### src/rtl/asc_pkg.sv
package asc_pkg;
  typedef enum logic [2:0] {
    ST_NOT_READY = 3'd0,
    ST_READY     = 3'd1,
    ST_RUNNING   = 3'd2,
    ST_STOPPING  = 3'd3,
    ST_ERROR     = 3'd4
  } asc_state_e;

  localparam logic [2:0] OP_CONFIG  = 3'd0;
  localparam logic [2:0] OP_START   = 3'd1;
  localparam logic [2:0] OP_STOP    = 3'd2;
  localparam logic [2:0] OP_DRAIN   = 3'd3;
  localparam logic [2:0] OP_DROP    = 3'd4;
  localparam logic [2:0] OP_PREPARE = 3'd5;
endpackage

### src/rtl/asc_cmd_decode.sv
module asc_cmd_decode
  import asc_pkg::*;
#(
  parameter bit IS_TX = 1'b1
) (
  input  asc_state_e state,
  input  logic       cmd_valid,
  input  logic [2:0] cmd_code,
  input  logic       rate_zero,
  input  logic       len_zero,
  input  logic       q_nonempty,
  output logic       accept,
  output logic       reject,
  output asc_state_e next_state
);
  logic legal;

  always_comb begin
    legal      = 1'b0;
    next_state = state;
    case (cmd_code)
      OP_CONFIG: begin
        if ((state == ST_NOT_READY || state == ST_READY) && (rate_zero || !len_zero)) begin
          legal      = 1'b1;
          next_state = rate_zero ? ST_NOT_READY : ST_READY;
        end
      end
      OP_START: begin
        if (state == ST_READY && (!IS_TX || q_nonempty)) begin
          legal      = 1'b1;
          next_state = ST_RUNNING;
        end
      end
      OP_STOP, OP_DRAIN: begin
        if (state == ST_RUNNING) begin
          legal      = 1'b1;
          next_state = ST_STOPPING;
        end
      end
      OP_DROP: begin
        if (state != ST_NOT_READY) begin
          legal      = 1'b1;
          next_state = ST_READY;
        end
      end
      OP_PREPARE: begin
        if (state == ST_ERROR) begin
          legal      = 1'b1;
          next_state = ST_READY;
        end
      end
      default: legal = 1'b0;
    endcase
  end

  assign accept = cmd_valid & legal;
  assign reject = cmd_valid & ~legal;
endmodule

### src/rtl/asc_block_tracker.sv
module asc_block_tracker #(
  parameter int DEPTH = 4,
  parameter int LEN_W = 8,
  parameter int CNT_W = $clog2(DEPTH + 1)
) (
  input  logic             clk,
  input  logic             rst_n,
  input  logic             clear,
  input  logic             push,
  input  logic             tick,
  input  logic             load_len,
  input  logic [LEN_W-1:0] len_in,
  output logic [CNT_W-1:0] count,
  output logic             underrun,
  output logic             done_ev
);
  logic [LEN_W-1:0] blk_len;
  logic [LEN_W-1:0] word_cnt;
  logic             tick_ok;
  logic             last_word;

  assign tick_ok   = tick && (count != '0);
  assign underrun  = tick && (count == '0);
  assign last_word = (word_cnt == blk_len - LEN_W'(1));
  assign done_ev   = tick_ok && last_word;

  always_ff @(posedge clk) begin
    if (!rst_n) begin
      blk_len <= LEN_W'(1);
    end else if (load_len) begin
      blk_len <= len_in;
    end
  end

  always_ff @(posedge clk) begin
    if (!rst_n || clear) begin
      word_cnt <= '0;
    end else if (tick_ok) begin
      word_cnt <= last_word ? '0 : word_cnt + LEN_W'(1);
    end
  end

  always_ff @(posedge clk) begin
    if (!rst_n || clear) begin
      count <= '0;
    end else begin
      count <= count + CNT_W'(push) - CNT_W'(done_ev);
    end
  end
endmodule

### src/rtl/audio_stream_ctrl.sv
module audio_stream_ctrl
  import asc_pkg::*;
#(
  parameter bit IS_TX = 1'b1,
  parameter int DEPTH = 4,
  parameter int LEN_W = 8
) (
  input  logic                         clk,
  input  logic                         rst_n,
  input  logic                         cmd_valid,
  input  logic [2:0]                   cmd_code,
  input  logic                         cmd_rate_zero,
  input  logic [LEN_W-1:0]             cmd_blk_words,
  output logic                         cmd_ack,
  output logic                         cmd_err,
  input  logic                         blk_valid,
  output logic                         blk_ready,
  input  logic                         word_tick,
  output logic                         ser_en,
  output logic                         blk_done,
  output logic [$clog2(DEPTH+1)-1:0]   q_count,
  output logic [2:0]                   state
);
  localparam int CNT_W = $clog2(DEPTH + 1);

  asc_state_e       st_q, st_d, cmd_next;
  logic             accept, reject;
  logic             drop_acc, cfg_acc, clear;
  logic             underrun, done_ev;
  logic             drain_mode;
  logic             push;
  logic [CNT_W-1:0] count;

  asc_cmd_decode #(.IS_TX(IS_TX)) u_dec (
    .state      (st_q),
    .cmd_valid  (cmd_valid),
    .cmd_code   (cmd_code),
    .rate_zero  (cmd_rate_zero),
    .len_zero   (cmd_blk_words == '0),
    .q_nonempty (count != '0),
    .accept     (accept),
    .reject     (reject),
    .next_state (cmd_next)
  );

  assign drop_acc  = accept && (cmd_code == OP_DROP);
  assign cfg_acc   = accept && (cmd_code == OP_CONFIG);
  assign clear     = drop_acc || (cfg_acc && cmd_rate_zero);
  assign ser_en    = (st_q == ST_RUNNING) || (st_q == ST_STOPPING);
  assign blk_ready = ((st_q == ST_READY) || (st_q == ST_RUNNING)) && (count < CNT_W'(DEPTH));
  assign push      = blk_valid && blk_ready;

  asc_block_tracker #(.DEPTH(DEPTH), .LEN_W(LEN_W), .CNT_W(CNT_W)) u_trk (
    .clk      (clk),
    .rst_n    (rst_n),
    .clear    (clear),
    .push     (push),
    .tick     (word_tick && ser_en),
    .load_len (cfg_acc && !cmd_rate_zero),
    .len_in   (cmd_blk_words),
    .count    (count),
    .underrun (underrun),
    .done_ev  (done_ev)
  );

  // Priority: DROP, then underrun, then other commands, then block end.
  always_comb begin
    st_d = st_q;
    if (drop_acc) begin
      st_d = ST_READY;
    end else if (underrun) begin
      st_d = ST_ERROR;
    end else if (accept) begin
      st_d = cmd_next;
    end else if (st_q == ST_STOPPING && done_ev &&
                 (!drain_mode || !IS_TX || count == CNT_W'(1))) begin
      st_d = ST_READY;
    end
  end

  always_ff @(posedge clk) begin
    if (!rst_n) begin
      st_q       <= ST_NOT_READY;
      drain_mode <= 1'b0;
      cmd_ack    <= 1'b0;
      cmd_err    <= 1'b0;
      blk_done   <= 1'b0;
    end else begin
      st_q     <= st_d;
      cmd_ack  <= accept;
      cmd_err  <= reject;
      blk_done <= done_ev && !clear;
      if (accept && (cmd_code == OP_STOP || cmd_code == OP_DRAIN)) begin
        drain_mode <= (cmd_code == OP_DRAIN);
      end
    end
  end

  assign state   = st_q;
  assign q_count = count;
endmodule

### config.mk
export PLATFORM = sky130hd
export DESIGN_NAME = audio_stream_ctrl
export DESIGN_NICKNAME = d
export VERILOG_FILES = /design/src/rtl/asc_pkg.sv /design/src/rtl/asc_cmd_decode.sv /design/src/rtl/asc_block_tracker.sv /design/src/rtl/audio_stream_ctrl.sv
export SDC_FILE = /design/constraint.sdc
export NUM_CORES = 1
export LEC_CHECK = 0
export ABC_AREA = 0
export BUFFER_PORTS_ARGS = -buffer_cell sky130_fd_sc_hd__buf_2
export CORE_ASPECT_RATIO = 1.75
export CORE_MARGIN = 5
export CORE_UTILIZATION = 45
export DETAILED_ROUTE_END_ITERATION = 8
export PLACE_DENSITY = 0.64
export SYNTH_ARGS = -nofsm -noshare
export SYNTH_HDL_FRONTEND = slang
export SYNTH_SLANG_ARGS = --single-unit
### constraint.sdc
create_clock -name clk -period 3.62 [get_ports clk]
set_clock_uncertainty 0.05 [all_clocks]
set_input_delay 0.543 -clock clk [delete_from_list [all_inputs] [get_ports clk]]
set_output_delay 0.543 -clock clk [all_outputs]
set_load 0.01 [all_outputs]
* Word level (Yosys, flattened, before mapping)
Index checks and enable logic that the tools add are counted.
** Word-level totals
- Input bits :: 17
- Register bits :: 26
** Operators by class
- Add/subtract/negate cells :: 4
- Bitwise gates (word level) :: 4
- Reductions and logical operators :: 44
- Magnitude comparators :: 1
- Eq/ne operators :: 29
- Muxes and demuxes :: 18
** Operators by type and width (number)
- 3-bit two-way mux :: 8
- 7-bit AND reduction :: 3
- 5-bit by 3-bit != test with 1-bit output (second input constant) :: 4
- 1-bit logical AND :: 16
- 4-bit by 2-bit != test with 1-bit output (second input constant) :: 4
- 3-bit one-hot mux with 5 select lines :: 1
- 3-bit by 2-bit equality test with 1-bit output (second input constant) :: 4
- 3-bit by 2-bit != test with 1-bit output (second input constant) :: 4
- 3-bit by 1-bit equality test with 1-bit output (second input constant) :: 3
- 3-bit equality test (second input constant) :: 3
- 3-bit logical NOT :: 3
- 3-bit nonzero test :: 3
- 8-bit by 1-bit adder with 8-bit output (second input constant) :: 1
- 8-bit equality test :: 1
- 8-bit logical NOT :: 1
- 1-bit logical OR :: 8
- 8-bit two-way mux :: 1
- 8-bit by 1-bit != test with 1-bit output (second input constant) :: 1
- 8-bit by 1-bit subtractor with 8-bit output (second input constant) :: 1
- 1-bit two-way mux :: 7
- 7-bit by 1-bit != test with 1-bit output (second input constant) :: 1
- 6-bit by 1-bit != test with 1-bit output (second input constant) :: 1
- 1-bit logical NOT :: 5
- 5-bit by 4-bit != test with 1-bit output (second input constant) :: 1
- 12 further kinds :: 15

* Depth between registers and ports, before layout
Gate-level depths: netlist of the first run.
- Depth after elaboration :: 12
- Mapped depth :: 13
- Gate-level depth less buffers :: 13

* Hierarchy
A second synthesis of the first run with hierarchy kept.
** Unflattened totals
- Cell total of the unflattened synthesis :: 180
- Area, all modules :: 1629.1 um2
** Modules (own cells, without submodules)
- asc_block_tracker :: cells an instance 109, instances 1, area an instance 1048.5 um2
- audio_stream_ctrl :: cells an instance 41, instances 1, area an instance 367.9 um2
- asc_cmd_decode :: cells an instance 30, instances 1, area an instance 212.7 um2

* Worst setup path before layout of the first run
OpenSTA, ideal clock, no wires.
- Kind :: reg2reg
- From :: register u_trk.blk_len[0]
- To :: register u_trk.count[1]
- Path slack :: 0.779 ns
- Data required time :: 3.459 ns
- Setup time :: 0.111 ns
- Clock period less this slack :: 2.841 ns
- Stages on the path, launching flop included :: 14
- Arrival time :: 2.680 ns
- Cell sequence :: dfxtp_1 inv_1 ha_1 xor2_1 nand2_1 a2111oi_0 o211ai_2 nor2_4 ha_1 inv_1 ha_1 fa_1 inv_1 nor2_1
** On the way
- Longest elaborated chain between the ends :: 4
** Ends and longest elaborated chain
- from (decl) :: line asc_block_tracker.sv:17 : logic [LEN_W-1:0] blk_len;
- from (signal assigned) :: line asc_block_tracker.sv:31 : blk_len <= len_in;
- 8-bit by 1-bit subtractor with 8-bit output :: line asc_block_tracker.sv:24 : assign last_word = (word_cnt == blk_len - LEN_W'(1));
- 8-bit equality test :: line asc_block_tracker.sv:24
- 1-bit logical AND :: line asc_block_tracker.sv:25 : assign done_ev = tick_ok && last_word;
- 3-bit by 1-bit subtractor with 3-bit output :: line asc_block_tracker.sv:47 : count <= count + CNT_W'(push) - CNT_W'(done_ev);
- to (signal assigned) :: line asc_block_tracker.sv:47
- to (decl) :: line asc_block_tracker.sv:13 : output logic [CNT_W-1:0] count,
Every way passes these cells.
A chain may end at the register's enable or synchronous reset.

* Worst setup path in the final report of the first run
- From :: register u_trk.blk_len[0]
- To :: register u_trk.count[2]
The elaborated chain is that of the path after synthesis.

==> results of run 1 <==
[critical path: cells and delay by family (launching register included)]
kind | cells | cell delay (ns)
xor+xnor | 2 | 0.30
simple gates | 3 | 0.33
fa+ha+maj | 4 | 1.03
compound gates | 2 | 0.74
flops | 1 | 0.44
buf+inv | 2 | 0.11
[Yosys cell counts (2+ instances only)]
library cell and n:
sky130_fd_sc_hd__nand3_1 5, sky130_fd_sc_hd__and3_1 3, sky130_fd_sc_hd__nor2b_1 13, sky130_fd_sc_hd__dfxtp_1 26
sky130_fd_sc_hd__inv_1 11, sky130_fd_sc_hd__nor4_1 2, sky130_fd_sc_hd__buf_2 4, sky130_fd_sc_hd__buf_6 2
sky130_fd_sc_hd__xnor2_1 9, sky130_fd_sc_hd__clkbuf_1 2, sky130_fd_sc_hd__a21oi_1 12, sky130_fd_sc_hd__o21ai_0 4
sky130_fd_sc_hd__nor2_1 13, sky130_fd_sc_hd__xor2_1 7, sky130_fd_sc_hd__and2_1 2, sky130_fd_sc_hd__ha_1 4
sky130_fd_sc_hd__nor4_2 2, sky130_fd_sc_hd__nand2_1 19, sky130_fd_sc_hd__mux2i_1 9, sky130_fd_sc_hd__a211oi_1 2
sky130_fd_sc_hd__nand4_1 2, sky130_fd_sc_hd__nand3b_1 3, sky130_fd_sc_hd__nor3_1 15
[area by class of cell]
cell class / instances / area [sq um]
clock buffers: 4 / 55.1
fillers: 369 / 1750
inverters: 11 / 41.3
multi-input cells: 155 / 1060
flip-flops and latches: 26 / 520
well taps: 46 / 57.6
repair buffers: 28 / 143
[power by group]
group          internal [mW]  switching (mW)  total, mW
registers              0.288         0.00299      0.291
logic                 0.0219          0.0303     0.0522
clock network         0.0975          0.0959      0.193
[state kept, by name (all words and copies together), names as in the netlist]
name and flops:
cmd_ack 1, u_trk.blk_len 8, blk_done 1, state 3, u_trk.count 3, cmd_err 1, u_trk.word_cnt 8, drain_mode 1
[logic make-up after synthesis]
group | count (synthesis) | share of synthesized area, %
DFF | 26 | 30.9
AOI/OAI and AO/OA | 33 | 14.1
muxes | 9 | 5.35
xor gates and xnor gates | 16 | 8.33
and+or+nand+nor | 92 | 31.3
buffers and inverters | 20 | 5.87
adders and majority gates | 5 | 4.16
[worst max-delay path by stage]
stage	cells after the start	endpoint
6_report	13	u_trk.count[2]
5_1_grt	13	u_trk.count[1]
4_1_cts	13	u_trk.count[2]
3_5_place_dp	13	u_trk.count[2]
3_3_place_gp	13	u_trk.count[1]
2_1_floorplan	13	u_trk.count[1]
[metal layers]
| metal | routed length [um] | share of wire [%] | track usage [%] |
|---|---|---|---|
| met1 | 1480 | 40 | 16.8 |
| met5 | 0 | 0 | 0 |
| met4 | 119 | 3.2 | 8.32 |
| met2 | 2020 | 55 | 29.1 |
| met3 | 86 | 2.3 | 1.00 |
[metrics by stage]
| stage | setup WS [ns] | cells | instance area [sq um] | hold WS, ns |
|---|---|---|---|---|
| detailed placement | 0.526 | 266 | 1830 | 0.452 |
| finish | 0.536 | 270 | 1880 | 0.460 |
| global route | 0.245 | 270 | 1880 | 0.478 |
| floorplan | 0.779 | 201 | 1680 | 0.420 |
| CTS | 0.519 | 270 | 1880 | 0.461 |
| global placement | 0.629 | 266 | 1830 | 0.454 |
==> run_summary.xml, run 1 <==
<?xml version="1.0" encoding="UTF-8"?>
<metrics>
  <group name="status">
    <metric name="run_status" unit="">finished clean</metric>
  </group>
  <group name="yosys">
    <metric name="synth_area_leader_cell" unit="">sky130_fd_sc_hd__dfxtp_1</metric>
    <metric name="synthesis.nets" unit="">223</metric>
    <metric name="synth.yosys.seq_area_share" unit="%">30.9</metric>
    <metric name="synthDistinctLibCells" unit="">53</metric>
    <metric name="yosys.area.top_type_share" unit="%">30.9</metric>
    <metric name="synth_ff_type" unit="">sky130_fd_sc_hd__dfxtp_1</metric>
    <metric name="ys.warnings.count" unit="">0</metric>
    <metric name="netlist_area" unit="sq mm">0.00168</metric>
    <metric name="synth_edf_count" unit="">0</metric>
    <metric name="postSynth.asyncResetShare" unit="%">0</metric>
    <metric name="postSynthRegisterBits" unit="">26</metric>
    <metric name="post_synth.cell_area_avg" unit="sq um">8.37</metric>
    <metric name="netlist_instances" unit="">201</metric>
    <metric name="synth_area_leaders" unit="">sky130_fd_sc_hd__dfxtp_1, sky130_fd_sc_hd__mux2i_1, sky130_fd_sc_hd__nor2b_1, sky130_fd_sc_hd__xnor2_1, sky130_fd_sc_hd__nor3_1</metric>
  </group>
  <group name="place">
    <metric name="place.gp.congestion" unit="">0.900</metric>
    <metric name="buffers_added_on_ports" unit="">27</metric>
    <metric name="hpwl" unit="um">2930</metric>
  </group>
  <group name="final_layout">
    <metric name="most_frequent_cells_in_the_layout" unit="">sky130_fd_sc_hd__buf_2, sky130_fd_sc_hd__dfxtp_1, sky130_fd_sc_hd__nand2_1</metric>
    <metric name="antennaDiodeCount" unit="">0</metric>
    <metric name="core_utilization_of_the_finished_layout" unit="%">51.8</metric>
    <metric name="finish.net_count" unit="">247</metric>
    <metric name="final_common_cell" unit="">sky130_fd_sc_hd__buf_2</metric>
    <metric name="flow.area_growth_from_synthesis" unit="%">11.7</metric>
    <metric name="layout-drive-gt1-share" unit="%">22.3</metric>
  </group>
  <group name="cts">
    <metric name="cts_buffers" unit="">3</metric>
    <metric name="cts_root_buffer" unit="">sky130_fd_sc_hd__clkbuf_8</metric>
    <metric name="post_cts.repair.setup_buffers" unit="">0</metric>
    <metric name="clock_tree.buffer_depth" unit="">2</metric>
    <metric name="worst_skew_pair.late_latency" unit="ns">0.28</metric>
    <metric name="cts_hold_buf" unit="">0</metric>
    <metric name="ctsHtreeMaxLevel" unit="">1</metric>
    <metric name="tritoncts_num_sinks" unit="">26</metric>
    <metric name="clock_tree_from_tritoncts" unit="">built</metric>
    <metric name="worst_setup_hold_path_clk_slew" unit="ns">0.09</metric>
    <metric name="post_cts_resize_count" unit="">0</metric>
  </group>
  <group name="grt">
    <metric name="grt_overflow_total" unit="">0</metric>
    <metric name="grt_antenna_before_repair" unit="">0</metric>
    <metric name="groute.usage.overall" unit="%">15.6</metric>
    <metric name="grt_max_degree" unit="">16</metric>
    <metric name="grt_first_pass_wirelength" unit="um">6420</metric>
    <metric name="number_of_global_route_vias_before_repair" unit="">1422</metric>
  </group>
  <group name="worst_setup_path">
    <metric name="r2r-end" unit="">u_trk.count[2]</metric>
    <metric name="crit_path_cell_trace" unit="">inv_1 &gt; ha_1 &gt; xor2_1 &gt; nand2_1 &gt; a2111oi_0 &gt; o211ai_2 &gt; nor2_4 &gt; ha_1 &gt; inv_1 &gt; ha_1 &gt; fa_1 &gt; xnor2_1 &gt; nor2_1</metric>
    <metric name="worst_path_largest_cell_delay" unit="ns">0.48</metric>
    <metric name="regToRegSetupSlack" unit="ns">0.54</metric>
    <metric name="critical_path_most_common_cell" unit="">sky130_fd_sc_hd__ha_1</metric>
    <metric name="crit_path_start" unit="">u_trk.blk_len[0]</metric>
    <metric name="criticalPathCategory" unit="">register to register</metric>
    <metric name="reg2reg_from" unit="">u_trk.blk_len[0]</metric>
    <metric name="critical_path.max_fanout" unit="">7</metric>
    <metric name="worst_setup_path_end_kind" unit="">register</metric>
    <metric name="crit_path_top_delay_cell" unit="">sky130_fd_sc_hd__a2111oi_0</metric>
    <metric name="timing.critical_path.from_type" unit="">register</metric>
    <metric name="critPathArrivalTime" unit="ns">3.20</metric>
    <metric name="critPathRequiredTime" unit="ns">3.74</metric>
    <metric name="timing.reg2reg.worst_path_depth" unit="">13</metric>
  </group>
  <group name="detailed_routing">
    <metric name="ant_nets" unit="">0</metric>
    <metric name="num_vias" unit="">1444</metric>
    <metric name="drt_iter0_markers" unit="">23</metric>
    <metric name="routed_via_density" unit="">5.35</metric>
    <metric name="detailedRoute.firstPassIterationCount" unit="">4</metric>
    <metric name="residual_drc" unit="">0</metric>
    <metric name="wl" unit="um">3700</metric>
    <metric name="post_drt_wl_per_cell" unit="um">13.7</metric>
  </group>
  <group name="sta">
    <metric name="final_min_period_over_clock_period" unit="%">85.2</metric>
    <metric name="timing.slew.headroom" unit="%">63.9</metric>
    <metric name="timing.fmax" unit="MHz">324</metric>
    <metric name="timing.final.setup_violations" unit="">0</metric>
    <metric name="rsz0062_at_grt" unit="">false</metric>
    <metric name="finalSetupTns" unit="ns">0</metric>
    <metric name="worst-slew-pin-transition" unit="ns">0.538</metric>
    <metric name="timing_hold_violations_final" unit="">0</metric>
    <metric name="maxSlewViolCount" unit="">0</metric>
    <metric name="time_the_final_worst_path_needs_with_i_o_delays_and_setup" unit="ns">3.08</metric>
  </group>
  <group name="hold_path">
    <metric name="hp-class" unit="">register to register</metric>
    <metric name="timing.hold.worst.start" unit="">u_trk.word_cnt[1]</metric>
    <metric name="hold_path_depth" unit="">2</metric>
    <metric name="timing.hold.worst_endpoint" unit="">u_trk.word_cnt[1]</metric>
  </group>
  <group name="die">
    <metric name="total_number_of_placement_rows" unit="">29</metric>
    <metric name="coreArea" unit="sq mm">0.00363</metric>
    <metric name="die-area" unit="sq mm">0.00511</metric>
    <metric name="die_h" unit="um">90.9</metric>
    <metric name="floorplan.initialDensity" unit="%">46.4</metric>
    <metric name="io_pins" unit="">28</metric>
    <metric name="die_w" unit="um">56.2</metric>
  </group>
  <group name="pwr">
    <metric name="leakagePower" unit="nW">0.800</metric>
    <metric name="power_per_cell_area" unit="mW/mm^2">286</metric>
    <metric name="vdd.ir_drop.worst" unit="mV">0.242</metric>
    <metric name="finalPower" unit="mW">0.537</metric>
  </group>
  <group name="run">
    <metric name="maxCapViolCount" unit="">0</metric>
  </group>
</metrics>
Power figures use the tool's default switching activity.
==> run 2, diff against run 1 <==
--- a/config.mk
+++ b/config.mk
@@ -9,9 +9,9 @@
 export BUFFER_PORTS_ARGS = -buffer_cell sky130_fd_sc_hd__buf_2
 export CORE_ASPECT_RATIO = 1.75
 export CORE_MARGIN = 5
-export CORE_UTILIZATION = 45
+export CORE_UTILIZATION = 39
 export DETAILED_ROUTE_END_ITERATION = 8
-export PLACE_DENSITY = 0.64
+export PLACE_DENSITY = 0.57
 export SYNTH_ARGS = -nofsm -noshare
 export SYNTH_HDL_FRONTEND = slang
 export SYNTH_SLANG_ARGS = --single-unit
==> run_summary.xml, run 2 (synthesis gave the netlist of run 1 again) <==
<?xml version="1.0" encoding="UTF-8"?>
<metrics>
  <group name="status">
    <metric name="run_status" unit="">finished clean</metric>
  </group>
  <group name="worst_setup_path">
    <metric name="crit_path_top_delay_cell" unit="">sky130_fd_sc_hd__a2111oi_0</metric>
    <metric name="timing.critical_path.max_delay_family" unit="">adder cells</metric>
    <metric name="critical_path_buf_inv_count" unit="">3</metric>
    <metric name="critical_path.max_fanout" unit="">7</metric>
    <metric name="critPathRequiredTime" unit="ns">3.74</metric>
    <metric name="worst_setup_path_end_kind" unit="">register</metric>
    <metric name="timing.reg2reg.worst_path_depth" unit="">13</metric>
    <metric name="reg2reg_from" unit="">u_trk.blk_len[0]</metric>
    <metric name="crit_path_cell_trace" unit="">inv_1 &gt; ha_1 &gt; xor2_1 &gt; nand2_1 &gt; a2111oi_0 &gt; o211ai_2 &gt; nor2_4 &gt; ha_1 &gt; inv_1 &gt; ha_1 &gt; fa_1 &gt; inv_1 &gt; nor2_1</metric>
    <metric name="criticalPathCategory" unit="">register to register</metric>
    <metric name="r2r-end" unit="">u_trk.count[1]</metric>
    <metric name="critPathArrivalTime" unit="ns">3.16</metric>
    <metric name="regToRegSetupSlack" unit="ns">0.58</metric>
    <metric name="timing.critical_path.from_type" unit="">register</metric>
    <metric name="worst_path_largest_cell_delay" unit="ns">0.46</metric>
  </group>
  <group name="detailed_routing">
    <metric name="residual_drc" unit="">0</metric>
    <metric name="detailedRoute.firstPassIterationCount" unit="">4</metric>
    <metric name="ant_nets" unit="">0</metric>
    <metric name="wl" unit="um">3750</metric>
    <metric name="post_drt_wl_per_cell" unit="um">13.7</metric>
    <metric name="drt_iter0_markers" unit="">14</metric>
    <metric name="routed_via_density" unit="">5.27</metric>
    <metric name="num_vias" unit="">1439</metric>
  </group>
  <group name="die">
    <metric name="total_number_of_placement_rows" unit="">31</metric>
    <metric name="floorplan.initialDensity" unit="%">40.5</metric>
    <metric name="die-area" unit="sq mm">0.00578</metric>
    <metric name="coreArea" unit="sq mm">0.00415</metric>
    <metric name="io_pins" unit="">28</metric>
    <metric name="die_w" unit="um">59.7</metric>
    <metric name="die_h" unit="um">96.9</metric>
  </group>
  <group name="pwr">
    <metric name="leakagePower" unit="nW">0.800</metric>
    <metric name="share_seq_of_total_power" unit="%">54.7</metric>
    <metric name="vdd.ir_drop.worst" unit="mV">0.235</metric>
    <metric name="p_comb_share" unit="%">9.8</metric>
    <metric name="power_frac_clock" unit="%">35.6</metric>
    <metric name="p_switching" unit="mW">0.125</metric>
    <metric name="power_per_cell_area" unit="mW/mm^2">283</metric>
    <metric name="cellInternalPower" unit="mW">0.408</metric>
    <metric name="p_sw_share" unit="%">23.5</metric>
  </group>
  <group name="hold_path">
    <metric name="timing.hold.worst.start" unit="">u_trk.word_cnt[1]</metric>
    <metric name="hold_path_depth" unit="">2</metric>
    <metric name="hp-class" unit="">register to register</metric>
    <metric name="timing.hold.worst_endpoint" unit="">u_trk.word_cnt[1]</metric>
  </group>
  <group name="final_layout">
    <metric name="register_area" unit="sq um">520</metric>
    <metric name="layout-drive-gt1-share" unit="%">22.3</metric>
    <metric name="n_fill_cell" unit="">428</metric>
    <metric name="layout_top_registers" unit="">u_trk.blk_len: 8 flops, u_trk.word_cnt: 8 flops</metric>
    <metric name="final_common_cell" unit="">sky130_fd_sc_hd__buf_2</metric>
    <metric name="flow.area_growth_from_synthesis" unit="%">12.0</metric>
    <metric name="multiInputGateArea" unit="sq mm">0.00106</metric>
    <metric name="antennaDiodeCount" unit="">0</metric>
    <metric name="finish.net_count" unit="">247</metric>
    <metric name="most_frequent_cells_in_the_layout" unit="">sky130_fd_sc_hd__buf_2, sky130_fd_sc_hd__dfxtp_1, sky130_fd_sc_hd__nand2_1</metric>
  </group>
  <group name="cts">
    <metric name="worst_setup_hold_path_clk_slew" unit="ns">0.09</metric>
    <metric name="post_cts.repair.setup_buffers" unit="">0</metric>
    <metric name="cts_hold_buf" unit="">0</metric>
    <metric name="cts_buffers" unit="">3</metric>
    <metric name="worst_skew_pair.late_latency" unit="ns">0.27</metric>
    <metric name="cts_root_buffer" unit="">sky130_fd_sc_hd__clkbuf_8</metric>
    <metric name="clock_tree.buffer_depth" unit="">2</metric>
    <metric name="clock_tree_from_tritoncts" unit="">built</metric>
    <metric name="tritoncts_num_sinks" unit="">26</metric>
    <metric name="ctsHtreeMaxLevel" unit="">1</metric>
    <metric name="post_cts_resize_count" unit="">0</metric>
  </group>
  <group name="grt">
    <metric name="grt_antenna_before_repair" unit="">0</metric>
    <metric name="grt_first_pass_wirelength" unit="um">6510</metric>
    <metric name="number_of_global_route_vias_before_repair" unit="">1457</metric>
    <metric name="grt_overflow_total" unit="">0</metric>
    <metric name="grt_max_degree" unit="">16</metric>
    <metric name="groute.usage.overall" unit="%">14.1</metric>
  </group>
  <group name="place">
    <metric name="buffers_added_on_ports" unit="">27</metric>
    <metric name="preCtsSetupSlack" unit="ns">0.571</metric>
    <metric name="hpwl" unit="um">2980</metric>
    <metric name="place.gp.congestion" unit="">0.886</metric>
  </group>
  <group name="sta">
    <metric name="setup_slack" unit="ns">0.581</metric>
    <metric name="timing.slew.headroom" unit="%">65.6</metric>
    <metric name="timing.fmax" unit="MHz">329</metric>
    <metric name="finalSetupTns" unit="ns">0</metric>
    <metric name="timing.final.setup_violations" unit="">0</metric>
    <metric name="timing_hold_violations_final" unit="">0</metric>
    <metric name="worst-slew-pin-transition" unit="ns">0.514</metric>
    <metric name="rsz0062_at_grt" unit="">false</metric>
    <metric name="final_min_period_over_clock_period" unit="%">84.0</metric>
    <metric name="maxSlewViolCount" unit="">0</metric>
    <metric name="time_the_final_worst_path_needs_with_i_o_delays_and_setup" unit="ns">3.04</metric>
  </group>
  <group name="run">
    <metric name="maxCapViolCount" unit="">0</metric>
  </group>
</metrics>
run 2: cell counts in the layout (fill, tap and decap cells not counted):
No cell type changed its count.
run 2: worst max path at each step:
stage | end | cells past startpoint | start | slack (ns)
2_1_floorplan | u_trk.count[1] | 13 | u_trk.blk_len[0] | 0.78
3_3_place_gp | u_trk.count[1] | 13 | u_trk.blk_len[0] | 0.61
3_5_place_dp | u_trk.count[1] | 13 | u_trk.blk_len[0] | 0.57
4_1_cts | u_trk.count[1] | 13 | u_trk.blk_len[0] | 0.56
5_1_grt | u_trk.count[1] | 13 | u_trk.blk_len[0] | 0.33
6_report | u_trk.count[1] | 13 | u_trk.blk_len[0] | 0.58
run 2: worst reg2reg max path: cells and delay by family (launching register included):
family / cells / cell delay, ns
AND/OR/NAND/NOR: 3 / 0.30
XOR/XNOR: 1 / 0.13
flip-flops: 1 / 0.44
buffers and inverters: 3 / 0.19
AO/OA/AOI/OAI: 2 / 0.72
adder cells (fa/ha/maj): 4 / 1.12
run 2: power by group through the flow:
| stage | sequential [mW] | combinational [mW] | clock, mW |
|---|---|---|---|
| floorplan | 0.297 | 0.0352 | 0 |
| global placement | 0.298 | 0.0527 | 0 |
| detailed placement | 0.298 | 0.0523 | 0 |
| CTS | 0.291 | 0.0526 | 0.197 |
| global route | 0.292 | 0.0583 | 0.209 |
| finish | 0.291 | 0.0520 | 0.189 |
run 2: area by class of cell:
class | instances | share of cell area [%]
multi-input cells | 155 | 56.4
flip-flops and latches | 26 | 27.6
repair buffers | 28 | 7.57
well taps | 49 | 3.25
clock buffers | 4 | 2.92
inverters | 11 | 2.19
run 2: per-layer routing:
layer | part of all wire [%] | track usage [%] | wire length [um]
met1 | 39 | 15.3 | 1450
met2 | 57 | 25.7 | 2130
met3 | 1.5 | 1.33 | 56
met4 | 2.7 | 6.31 | 103
met5 | 0 | 0 | 0
run 2: per-stage QoR:
| stage | instances | power (mW) | utilization, % | instance area [sq um] | hold WS, ns |
|---|---|---|---|---|---|
| finish | 273 | 0.533 | 45.4 | 1880 | 0.465 |
| CTS | 273 | 0.541 | 45.4 | 1880 | 0.470 |
| global route | 273 | 0.559 | 45.4 | 1880 | 0.493 |
| floorplan | 201 | 0.332 | - | 1680 | 0.420 |
| global placement | 269 | 0.351 | 44.1 | 1830 | 0.454 |
| detailed placement | 269 | 0.350 | 44.1 | 1830 | 0.457 |
==> run 3, diff against run 2 <==
--- a/config.mk
+++ b/config.mk
@@ -11,7 +11,7 @@
 export CORE_MARGIN = 5
 export CORE_UTILIZATION = 39
 export DETAILED_ROUTE_END_ITERATION = 8
-export PLACE_DENSITY = 0.57
+export PLACE_DENSITY = 0.59
 export SYNTH_ARGS = -nofsm -noshare
 export SYNTH_HDL_FRONTEND = slang
 export SYNTH_SLANG_ARGS = --single-unit
==> constraint.sdc (replaced) <==
create_clock -name clk -period 2.45 [get_ports clk]
set_clock_uncertainty 0.05 [all_clocks]
set_input_delay 0.3675 -clock clk [delete_from_list [all_inputs] [get_ports clk]]
set_output_delay 0.3675 -clock clk [all_outputs]
set_load 0.01 [all_outputs]
==> run_summary.xml, run 3 (synthesis gave the netlist of run 1 again) <==
<?xml version="1.0" encoding="UTF-8"?>
<metrics>
  <group name="die">
    <metric name="coreArea" unit="sq mm">0.00415</metric>
    <metric name="floorplan.initialDensity" unit="%">40.5</metric>
    <metric name="die_h" unit="um">96.9</metric>
    <metric name="io_pins" unit="">28</metric>
    <metric name="die_w" unit="um">59.7</metric>
    <metric name="total_number_of_placement_rows" unit="">31</metric>
    <metric name="die-area" unit="sq mm">0.00578</metric>
  </group>
  <group name="cts">
    <metric name="clock_tree.buffer_depth" unit="">2</metric>
    <metric name="cts_hold_buf" unit="">0</metric>
    <metric name="tritoncts_num_sinks" unit="">26</metric>
    <metric name="clock_tree_from_tritoncts" unit="">built</metric>
    <metric name="ctsHtreeMaxLevel" unit="">1</metric>
    <metric name="worst_setup_hold_path_clk_slew" unit="ns">0.10</metric>
    <metric name="worst_skew_pair.late_latency" unit="ns">0.28</metric>
    <metric name="post_cts.repair.setup_buffers" unit="">0</metric>
    <metric name="cts_buffers" unit="">3</metric>
    <metric name="cts_root_buffer" unit="">sky130_fd_sc_hd__clkbuf_8</metric>
  </group>
  <group name="worst_setup_path">
    <metric name="crit_path_start" unit="">u_trk.blk_len[1]</metric>
    <metric name="timing.critical_path.max_delay_family" unit="">simple AND/OR/NAND/NOR gates</metric>
    <metric name="crit_path_cell_trace" unit="">or4_4 &gt; nor4_2 &gt; a311o_2 &gt; o211ai_4 &gt; nor2_4 &gt; ha_4 &gt; inv_2 &gt; ha_4 &gt; fa_1 &gt; inv_1 &gt; nor2_1</metric>
    <metric name="regToRegSetupSlack" unit="ns">-0.09</metric>
    <metric name="critPathRequiredTime" unit="ns">2.57</metric>
    <metric name="critical_path_buf_inv_count" unit="">2</metric>
    <metric name="critical_path.max_fanout" unit="">5</metric>
    <metric name="critPathArrivalTime" unit="ns">2.66</metric>
    <metric name="worst_setup_path_end_kind" unit="">register</metric>
    <metric name="timing.critical_path.from_type" unit="">register</metric>
    <metric name="crit_path_top_delay_cell" unit="">sky130_fd_sc_hd__or4_4</metric>
    <metric name="worst_path_largest_cell_delay" unit="ns">0.56</metric>
    <metric name="critical_path_most_common_cell" unit="">sky130_fd_sc_hd__ha_4</metric>
    <metric name="criticalPathCategory" unit="">register to register</metric>
    <metric name="reg2reg_from" unit="">u_trk.blk_len[1]</metric>
  </group>
  <group name="pwr">
    <metric name="power_per_cell_area" unit="mW/mm^2">407</metric>
    <metric name="share_seq_of_total_power" unit="%">48.4</metric>
    <metric name="power_frac_clock" unit="%">41.2</metric>
    <metric name="vdd.ir_drop.worst" unit="mV">0.312</metric>
    <metric name="p_comb_share" unit="%">10.4</metric>
    <metric name="cellInternalPower" unit="mW">0.685</metric>
    <metric name="p_sw_share" unit="%">22.7</metric>
    <metric name="leakagePower" unit="nW">0.915</metric>
    <metric name="finalPower" unit="mW">0.886</metric>
    <metric name="p_switching" unit="mW">0.201</metric>
  </group>
  <group name="detailed_routing">
    <metric name="post_drt_wl_per_cell" unit="um">14.0</metric>
    <metric name="wl_met1" unit="um">1530</metric>
    <metric name="drt_iter0_markers" unit="">16</metric>
    <metric name="residual_drc" unit="">0</metric>
    <metric name="ant_nets" unit="">0</metric>
    <metric name="detailedRoute.firstPassIterationCount" unit="">6</metric>
    <metric name="wire_length_on_met3" unit="um">65</metric>
    <metric name="dr_wl_met2" unit="um">2380</metric>
    <metric name="routed.top_layer" unit="">met4</metric>
    <metric name="num_vias" unit="">1558</metric>
    <metric name="wl" unit="um">4100</metric>
    <metric name="routed_via_density" unit="">5.32</metric>
  </group>
  <group name="grt">
    <metric name="grt_antenna_before_repair" unit="">0</metric>
    <metric name="groute.usage.overall" unit="%">15.6</metric>
    <metric name="grt_overflow_total" unit="">0</metric>
    <metric name="grt_first_pass_wirelength" unit="um">7310</metric>
    <metric name="number_of_global_route_vias_before_repair" unit="">1641</metric>
    <metric name="grt_max_degree" unit="">16</metric>
  </group>
  <group name="sta">
    <metric name="timing.fmax" unit="MHz">393</metric>
    <metric name="timing.final.setup_violations" unit="">2</metric>
    <metric name="final_min_period_over_clock_period" unit="%">104</metric>
    <metric name="rsz0062_at_grt" unit="">true</metric>
    <metric name="worst-slew-pin-transition" unit="ns">0.513</metric>
    <metric name="maxSlewViolCount" unit="">0</metric>
    <metric name="setup_slack" unit="ns">-0.0914</metric>
    <metric name="timing.slew.headroom" unit="%">65.6</metric>
    <metric name="time_the_final_worst_path_needs_with_i_o_delays_and_setup" unit="ns">2.54</metric>
    <metric name="finalSetupTns" unit="ns">-0.176</metric>
    <metric name="timing_hold_violations_final" unit="">0</metric>
  </group>
  <group name="final_layout">
    <metric name="flow.area_growth_from_synthesis" unit="%">29.4</metric>
    <metric name="core_utilization_of_the_finished_layout" unit="%">52.5</metric>
    <metric name="final_common_cell" unit="">sky130_fd_sc_hd__buf_2</metric>
    <metric name="antennaDiodeCount" unit="">0</metric>
    <metric name="layout_top_registers" unit="">u_trk.blk_len: 8 flops, u_trk.word_cnt: 8 flops</metric>
    <metric name="layout-drive-gt1-share" unit="%">36.1</metric>
    <metric name="finish.net_count" unit="">267</metric>
    <metric name="layout.cells.non_filler" unit="">293</metric>
    <metric name="most_frequent_cells_in_the_layout" unit="">sky130_fd_sc_hd__buf_2, sky130_fd_sc_hd__dfxtp_1, sky130_fd_sc_hd__buf_4</metric>
    <metric name="n_fill_cell" unit="">403</metric>
  </group>
  <group name="place">
    <metric name="placed_cells_incl_taps" unit="">289</metric>
    <metric name="buffers_added_on_ports" unit="">27</metric>
    <metric name="place.gp.congestion" unit="">0.867</metric>
    <metric name="hpwl" unit="um">3270</metric>
  </group>
  <group name="run">
    <metric name="maxCapViolCount" unit="">0</metric>
  </group>
  <group name="status">
    <metric name="failing_checks" unit="">negative setup slack</metric>
    <metric name="run_status" unit="">finished with violations</metric>
  </group>
  <group name="hold_path">
    <metric name="timing.hold.worst.start" unit="">cmd_blk_words[0]</metric>
    <metric name="hp-class" unit="">input port to register</metric>
  </group>
</metrics>
run 3: changes by cell type in the layout (fill, tap and decap cells not counted), moves of 3 or more:
cell / delta
sky130_fd_sc_hd__buf_4: +20
sky130_fd_sc_hd__dfxtp_1: -5
sky130_fd_sc_hd__dfxtp_2: +3
sky130_fd_sc_hd__ha_1: -3
sky130_fd_sc_hd__ha_4: +3
sky130_fd_sc_hd__inv_1: -3
run 3: cell type report:
type	count	area, sq um	area share (%)
multi-input combinational	155	1170	53.9
timing repair buffer	48	293	13.4
sequential	26	532	24.4
clock inverter	1	30.0	1.38
clock buffer	3	41.3	1.90
inverter	11	46.3	2.13
tap	49	61.3	2.82
run 3: power groups by stage:
stage	combinational [mW]	clock [mW]	sequential, mW
6_report	0.0918	0.365	0.429
4_1_cts	0.0934	0.374	0.429
3_3_place_gp	0.0913	0	0.440
3_5_place_dp	0.0912	0	0.440
2_1_floorplan	0.0579	0	0.439
5_1_grt	0.102	0.396	0.430
run 3: metrics by stage:
| step | hold WS, ns | worst slack [ns] | cell area, sq um |
|---|---|---|---|
| final | 0.259 | -0.0914 | 2180 |
| after global placement | 0.446 | -0.154 | 2050 |
| after floorplan | 0.420 | -0.113 | 1760 |
| after CTS | 0.254 | -0.173 | 2170 |
| after global routing | 0.270 | -0.223 | 2180 |
| after detailed placement | 0.445 | -0.189 | 2050 |
run 3: worst register-to-register path: cells and delay by family, from the launching register on:
kind / cells / cell delay, ns
AO/OA/AOI/OAI: 2 / 0.26
adder cells (fa/ha/maj): 3 / 0.73
buffers and inverters: 2 / 0.12
flip-flops: 1 / 0.39
AND/OR/NAND/NOR: 4 / 0.89
run 3: worst paths after layout:
check / cells after the start / end
hold reg to reg: 2 / u_trk.word_cnt[1]
hold / removal: 3 / u_trk.blk_len[0]
setup / recovery: 11 / u_trk.count[1]
setup reg to reg: 11 / u_trk.count[1]
run 3: timing repair:
item,CTS,global route
hold endpoints to repair,0,0
gates cloned,0,0
resized for setup,9,3
setup endpoints to repair,2,2
pin swaps,6,3
run 3: routing by layer:
layer | vias to the layer above | track usage (%)
li1 | 789 | -
met1 | 738 | 17.5
met2 | 21 | 27.9
met3 | 10 | 1.86
met4 | 0 | 6.83
met5 | - | 0
